## src/rtl/iommu_walker.sv

```systemverilog
module iommu_walker #(
  parameter int TLB_ENTRIES = 8
) (
  input  logic        clk,
  input  logic        rst_n,
  input  logic        req_valid,
  output logic        req_ready,
  input  logic [31:0] req_vaddr,
  output logic        rsp_valid,
  output logic [31:0] rsp_paddr,
  output logic        mem_rd_en,
  output logic [31:0] mem_rd_addr,
  input  logic        mem_rd_valid,
  input  logic [31:0] mem_rd_data,
  input  logic        reg_wr,
  input  logic [1:0]  reg_sel,
  input  logic [31:0] reg_wdata,
  output logic [31:0] reg_rdata
);
  localparam int IW    = (TLB_ENTRIES > 1) ? $clog2(TLB_ENTRIES) : 1;
  localparam int PG    = 12;
  localparam int PFN_W = 32 - PG;
  localparam int BASE_W = 27;

  typedef enum logic [2:0] {IDLE, L1_RD, L1_WT, L2_RD, L2_WT} st_t;
  st_t st;

  logic [BASE_W-1:0]      base_pfn;
  logic [TLB_ENTRIES-1:0] vld;
  logic [PFN_W-1:0]       tag [TLB_ENTRIES];
  logic [PFN_W-1:0]       pfn [TLB_ENTRIES];
  logic [IW-1:0]          victim, sweep;
  logic                   busy;
  logic [31:0]            va_q;
  logic [PFN_W-1:0]       l1_q;
  logic                   hit;
  logic [IW-1:0]          hit_idx;

  always_comb begin
    hit = 1'b0;
    hit_idx = '0;
    for (int i = 0; i < TLB_ENTRIES; i++)
      if (!hit && vld[i] && tag[i] == req_vaddr[31:PG]) begin
        hit = 1'b1;
        hit_idx = IW'(i);
      end
  end

  assign req_ready = (st == IDLE) && !busy;
  wire accept   = req_valid && req_ready;
  wire flush_wr = reg_wr && reg_sel == 2'd1 && reg_wdata == 32'hFFFF_FFFF;
  wire fill     = (st == L2_WT) && mem_rd_valid;

  assign mem_rd_en   = (st == L1_RD) || (st == L2_RD);
  assign mem_rd_addr = (st == L2_RD || st == L2_WT)
                     ? {l1_q, 12'h000} + {20'h0, va_q[21:12], 2'b00}
                     : {base_pfn[PFN_W-1:0], 12'h000} + {20'h0, va_q[31:22], 2'b00};

  always_comb begin
    case (reg_sel)
      2'd0:    reg_rdata = {{(32-BASE_W){1'b0}}, base_pfn};
      2'd2:    reg_rdata = {31'h0, busy};
      default: reg_rdata = 32'h0;
    endcase
  end

  always_ff @(posedge clk) begin
    if (fill) begin
      tag[victim] <= va_q[31:PG];
      pfn[victim] <= mem_rd_data[PFN_W-1:0];
    end
  end

  always_ff @(posedge clk) begin
    if (!rst_n) begin
      st        <= IDLE;
      base_pfn  <= '0;
      vld       <= '0;
      victim    <= '0;
      sweep     <= '0;
      busy      <= 1'b0;
      va_q      <= '0;
      l1_q      <= '0;
      rsp_valid <= 1'b0;
      rsp_paddr <= '0;
    end else begin
      rsp_valid <= 1'b0;
      if (reg_wr && reg_sel == 2'd0) base_pfn <= reg_wdata[BASE_W-1:0];
      case (st)
        IDLE: if (accept) begin
          if (hit) begin
            rsp_valid <= 1'b1;
            rsp_paddr <= {pfn[hit_idx], req_vaddr[PG-1:0]};
          end else begin
            va_q <= req_vaddr;
            st   <= L1_RD;
          end
        end
        L1_RD: st <= L1_WT;
        L1_WT: if (mem_rd_valid) begin
          l1_q <= mem_rd_data[PFN_W-1:0];
          st   <= L2_RD;
        end
        L2_RD: st <= L2_WT;
        L2_WT: if (mem_rd_valid) begin
          vld[victim] <= 1'b1;
          victim      <= (victim == IW'(TLB_ENTRIES-1)) ? '0 : victim + 1'b1;
          rsp_valid   <= 1'b1;
          rsp_paddr   <= {mem_rd_data[PFN_W-1:0], va_q[PG-1:0]};
          st          <= IDLE;
        end
        default: st <= IDLE;
      endcase
      if (busy) begin
        vld[sweep] <= 1'b0;
        sweep <= (sweep == IW'(TLB_ENTRIES-1)) ? '0 : sweep + 1'b1;
        if (sweep == IW'(TLB_ENTRIES-1)) busy <= 1'b0;
      end else if (flush_wr) begin
        busy  <= 1'b1;
        sweep <= '0;
      end
    end
  end


  rd_pulse_chk: assert property (@(posedge clk) disable iff (!rst_n)
    mem_rd_en |=> !mem_rd_en);

  one_walk_chk: assert property (@(posedge clk) disable iff (!rst_n)
    mem_rd_en |-> !req_ready);

  hit_rsp_chk: assert property (@(posedge clk) disable iff (!rst_n)
    (accept && hit) |=> (rsp_valid && rsp_paddr[PG-1:0] == $past(req_vaddr[PG-1:0])));

  walk_rsp_chk: assert property (@(posedge clk) disable iff (!rst_n)
    fill |=> (rsp_valid && rsp_paddr[31:PG] == $past(mem_rd_data[PFN_W-1:0])));

  flush_busy_chk: assert property (@(posedge clk) disable iff (!rst_n)
    flush_wr |=> busy);
endmodule

```

## config.mk

```make
export PLATFORM = sky130hd
export DESIGN_NAME = iommu_walker
export DESIGN_NICKNAME = d
export VERILOG_FILES = /design/src/rtl/iommu_walker.sv
export SDC_FILE = /design/constraint.sdc
export NUM_CORES = 1
export LEC_CHECK = 0
export ABC_AREA = 1
export ABC_CLOCK_PERIOD_IN_PS = 3800
export BUFFER_PORTS_ARGS = -buffer_cell sky130_fd_sc_hd__buf_4
export CAP_MARGIN = 5
export CORE_MARGIN = 10
export CORE_UTILIZATION = 53
export CTS_BUF_LIST = sky130_fd_sc_hd__clkbuf_16
export DETAILED_ROUTE_END_ITERATION = 10
export MAX_ROUTING_LAYER = met4
export PLACE_DENSITY = 0.77
export RECOVER_POWER = 50
export SLEW_MARGIN = 20
export SYNTH_ARGS = -nofsm -noshare
export SYNTH_HDL_FRONTEND = slang
export SYNTH_SLANG_ARGS = --single-unit
```

## constraint.sdc

```tcl
create_clock -name clk -period 3.8 [get_ports clk]
set_clock_uncertainty 0.15 [all_clocks]
set_input_delay 1.14 -clock clk [delete_from_list [all_inputs] [get_ports clk]]
set_output_delay 1.14 -clock clk [all_outputs]
set_load 0.01 [all_outputs]
```

==> After elaboration in Yosys (flattened, before gate mapping) <==
Memory sizes are Yosys's and may differ from the RTL's.
Cells that the tools add are included.
{ "word_totals": {"ff_bits": 130, "mem_bits_rw": 320, "inputBits": 103, "output_inout_bits": 99, "wordCells": 135, "mem_count": 2} }
{ "classes": {"addsub": 4, "n_lt_le_gt_ge": 4, "n_eq_ne": 22, "muxes": 47, "n_bitwise": 4, "reduce_logical": 42} }
{ "mem_list": {"columns": ["memory", "words", "width", "read_ports", "rd_ports_with_merged_regs", "write_ports", "line", "rtl"], "rows": [
  ["pfn", 8, 20, 1, 0, 1, "31", "logic [PFN_W-1:0] pfn [TLB_ENTRIES];"],
  ["tag", 8, 20, 8, 0, 1, "30", "logic [PFN_W-1:0] tag [TLB_ENTRIES];"]
]} }
{ "op_table": {"columns": ["operator", "count"], "rows": [
  ["== test 20 bit", 8],
  ["two-way mux 32 bit", 4],
  ["adder 32 x 12 -> 32 bit", 2],
  ["case mux 32 bit (2 select lines)", 1],
  ["case mux 27 bit (2 select lines)", 1],
  ["two-way mux 3 bit", 14],
  ["== test 32 bit, second input constant", 1],
  ["two-way mux 8 bit", 4],
  ["logical AND 1 bit", 23],
  ["two-way mux 1 bit", 19],
  ["case mux 3 bit (5 select lines)", 1],
  ["!= test 2 bit, second input constant", 5],
  ["== test 3 bit, second input constant", 3],
  ["bitwise AND 8 bit", 1],
  ["logical NOT 1 bit", 8],
  ["less-than comparator 3 x 4 -> 1 bit, second input constant", 2],
  ["NOT 8 bit", 1],
  ["bitwise OR 8 bit", 1],
  ["AND reduction 4 bit", 2],
  ["adder 3 x 1 -> 3 bit, second input constant", 2],
  ["demux 1 bit (select 3 bit)", 2],
  ["== test 3 x 2 -> 1 bit, second input constant", 2],
  [">= comparator 3 x 1 -> 1 bit, second input constant", 2],
  ["AND reduction 2 bit", 2],
  ["10 further kinds", 12]
]} }

==> Longest topological paths before layout <==
An unclocked memory read counts as a cell.
{ "logic_depth": {"depth_word": 36, "depth_mapped": 22, "ltp_nobuf": 20} }

==> Least setup slack after synthesis <==
Ideal clock, no wire load.
{ "synth_path": {"kind": "in2reg", "from": "in mem_rd_valid", "to": "reg vld[1]", "setup_ns": 0.067, "arrival_ns": 3.708, "required_ns": 3.583, "setup_slack_ns": -0.125, "stages": 7, "n_path_buf": 0, "cell_sequence": "inv_1 nor2_1 inv_1 nor2_1 inv_1 nor2_1 o221a_2"} }
{ "synth_between": {"elab_chain_cells": 5} }
{ "synth_rtl": {"columns": ["item", "line", "rtl"], "rows": [
  ["from (decl)", "13", "input logic mem_rd_valid,"],
  ["two-way mux 8 bit *", "105", "L2_WT: if (mem_rd_valid) begin"],
  ["two-way mux 8 bit *", "89", "case (st)"],
  ["two-way mux 8 bit *", "75", "if (!rst_n) begin"],
  ["bitwise AND 8 bit (no line)", null, null],
  ["two-way mux 8 bit *", "114", "if (busy) begin"],
  ["to (signal assigned)", "78", "vld <= '0;"],
  ["to (signal, indexed assignment)", "106", "vld[victim] <= 1'b1;"],
  ["to (signal, indexed assignment)", "115", "vld[sweep] <= 1'b0;"],
  ["to (decl)", "29", "logic [TLB_ENTRIES-1:0] vld;"]
]} }
Mark *: on every way between the ends. The rest lies on a longest branch, timed or not. The select of a mux whose other input is x is not followed.
A chain may end at the register's enable or synchronous reset.

==> Worst setup path in the final report <==
{ "layout_path": {"from": "reg st[2]", "to": "out mem_rd_addr[12]"} }
{ "layout_between": {"elab_chain_cells": 3, "elab_cells_between_ends": 4, "cone_classes": "eq/ne (2); mux (1); reduce/logical (1)"} }
{ "layout_rtl": {"columns": ["item", "line", "rtl"], "rows": [
  ["from (decl)", "26", "st_t st;"],
  ["from (signal assigned)", "76", "st <= IDLE;"],
  ["from (signal assigned)", "96", "st <= L1_RD;"],
  ["from (signal assigned)", "99", "L1_RD: st <= L1_WT;"],
  ["== test 3 x 2 -> 1 bit / == test 3 bit (equally long branches)", "55", "assign mem_rd_addr = (st == L2_RD || st == L2_WT)"],
  ["logical OR 1 bit *", "55", null],
  ["two-way mux 32 bit *", "56", "? {l1_q, 12'h000} + {20'h0, va_q[21:12], 2'b00}"],
  ["to (decl)", "12", "output logic [31:0] mem_rd_addr,"]
]} }
Mark *: on every way between the ends. The rest lies on a longest branch, timed or not.

==> out/metrics.csv <==
stage;metric;value;unit
logic_synthesis;sequential area share after synthesis;63.05;%
timing;FMAX;280.6;MHz
critical_path;largest fanout on the critical path;38;
layout;Filler Cells Inserted;2762;
layout;Layout Nets;2314;
logic_synthesis;synth warn;0;
timing;fin crit period;3.564;ns
critical_path;Reg2Reg Depth;10;
clock_tree;CTS H-tree depth;2;
clock_tree;Hold Buf Count CTS;0;
min_path;hold depth;2;
route;Total Wirelength;57310;microns
critical_path;Critical Path Start Type;flip-flop;
global_routing;GRT Resource Usage Total;26.04;%
clock_tree;CTS resizes;0;
place;Placed Cells incl. Taps;2621;
clock_tree;worst skew pair latency;0.56;ns
pwr;Final Power;11.80;mW
logic_synthesis;FF+latch count, synth;450;
global_routing;largest net degree at the start of global routing;81;
job;max cap viols;1;
global_routing;vias in the first global route;15450;
logic_synthesis;Post-synth EDFFs;320;
layout;most common cell after layout, fill and taps aside;nand2_1;
global_routing;antenna violations before repair;2;
route;DRC viols;0;
timing;slew at the pin closest to its max-slew limit;1.817;ns
timing;Setup-failing EPs final;0;
layout;commonest non-fill, non-tap cells in the layout;418 x nand2_1, 320 x edfxtp_1, 246 x nand3_1;
critical_path;CP Capture Type;primary output;
layout;area delta synth->final;17.27;%
critical_path;R2R setup slack;0.43;ns
logic_synthesis;asr flop ratio synth;0;%
min_path;Min-Delay Path Class;flip-flop to flip-flop;
clock_tree;CTS tree;built;
logic_synthesis;Syn Std Cell Area;0.01937;sq mm
timing;max-slew violation count;41;
clock_tree;CTS Buffer Depth;3;
layout;layout cells sized above 1;12.90;%
clock_tree;clk slew on worst S/H paths;0.06;ns
clock_tree;clock sink total;450;
timing;Hold Vio Cnt, Final;0;
route;vias per cell;5.724;
floorplanning;IO Pins;202;
clock_tree;CTS root buffer;clkbuf_16;
critical_path;crit path DAT;2.27;ns
clock_tree;Post-CTS Setup Inserts;0;
layout;Sequential Area;0.01221;sq mm
logic_synthesis;area leader, netlist;edfxtp_1;
route;first-pass iteration count of the detailed router;8;
floorplanning;core area;0.03583;sq mm
timing;Fin Setup TNS;0;ns
floorplanning;die footprint;0.04459;sq mm
route;Avg WL per Cell;21.20;microns
critical_path;CP Data Required Time;2.51;ns
timing;Tcrit/Tclk final;93.79;%
floorplanning;Die W;211.2;microns
global_routing;gr ovfl total;0;
place;Final GP Congestion;1.001;
logic_synthesis;Synth area leaders;edfxtp_1 50%, dfxtp_1 13%, nand2_1 8.1%;
logic_synthesis;Mean Syn Cell Area;9.665;sq um
route;ANT nets after route;0;
pwr;Static Leak;8.923;nW
pwr;PD cells;519.7;mW/mm^2
place;dpl hpwl;38550;microns
logic_synthesis;Yosys cell types;43;
logic_synthesis;prevailing post-synth register cell;edfxtp_1;
floorplanning;Die Y-Extent;211.2;microns
route;vias;15480;
timing;RSZ-0062 raised after global routing;false;
logic_synthesis;top-area cell type share of the netlist area;49.61;%
timing;Slew headroom;-21.15;%
floorplanning;initial core utilization;54.06;%
pwr;maximum vdd drop;373.7;uV
run_status;failing checks;max-capacitance violations, max-slew violations;
critical_path;critical path class;flip-flop to primary output;
layout;Non-Filler Instances;2704;
place;port bufs;182;
logic_synthesis;Syn Inst Count;2004;
floorplanning;Rows;69;
layout;Multi-input gate area;0.005962;sq mm
clock_tree;CTS buffer count;45;
global_routing;first-pass GRT wire length;87600;microns
run_status;outcome;finished with violations;
route;initial drt markers;1915;
[synthesized netlist by cell type, drive strengths merged, types with 10 or more instances]
master / count
nand4: 11
nand3: 248
xor2: 18
clkbuf: 43
dfxtp: 130
inv: 182
xnor2: 24
buf: 71
nand2: 420
o21ai: 174
o22ai: 10
a211oi: 14
edfxtp: 320
nor2: 192
a21oi: 109
[per-stage QoR]
stage	util, %	instance area (sq um)	worst slack, ns	hold WS (ns)
floorplan	-	19390	-0.1245	0.2737
global placement	60.39	21640	0.009155	0.2859
detailed placement	60.39	21640	-0.09929	0.2919
CTS	64.11	22970	0.2318	0.3012
global route	63.39	22710	0.09492	0.3264
finish	63.39	22710	0.2359	0.3010
[per-layer routing]
layer / share of wire [%] / up-vias / global-route usage, %
li1: - / 7171 / -
met1: 39 / 7220 / 32.82
met2: 47 / 958 / 40.84
met3: 11 / 128 / 5.430
met4: 3.5 / 0 / 9.615
met5: 0 / - / -
[worst max-delay path, cell delays in order (launching register included)]
cell and delay, ns:
dfxtp_1 0.49, inv_1 0.12, nor2_1 0.15, inv_2 0.07, o21ai_4 0.06, buf_4 0.36, nor2_1 0.19, a21oi_1 0.16
buf_4 0.14
[state kept, by name (all words and copies together), names as in the netlist]
signal	cells
st	3
rsp_paddr	32
rsp_valid	1
sweep	3
l1_q	20
busy	1
pfn	160
tag	160
base_pfn	27
victim	3
vld	8
va_q	32
[cell families after synthesis]
logic type	after synthesis	synth area share [%]
XOR/XNOR	42	1.899
buffers and inverters	301	6.602
AND/OR/NAND/NOR	885	19.21
adder cells (fa/ha/maj)	4	0.2584
flip-flops	450	63.05
other	1	0.01936
AO/OA/AOI/OAI	321	8.960
[worst paths after layout]
kind,end,startpoint
max,mem_rd_addr[12],st[2]
min,l1_q[17],l1_q[17]
max reg2reg,pfn[0][19],st[2]
min reg2reg,l1_q[17],l1_q[17]
[cell type report]
class / count / area share (%)
Antenna cell: 3 / 0.03305
Clock buffer: 47 / 5.178
Clock inverter: 33 / 0.6941
Inverter: 187 / 3.090
Multi-Input combinational cell: 1259 / 26.25
Sequential cell: 450 / 53.77
Tap cell: 461 / 2.540
Timing Repair Buffer: 264 / 8.450
[power breakdown]
group	internal, mW	switching [mW]
Sequential	5.66	0.279
Clock	2.28	1.78
Combinational	0.567	1.24
No activity file was read; power rests on OpenSTA's default activity.
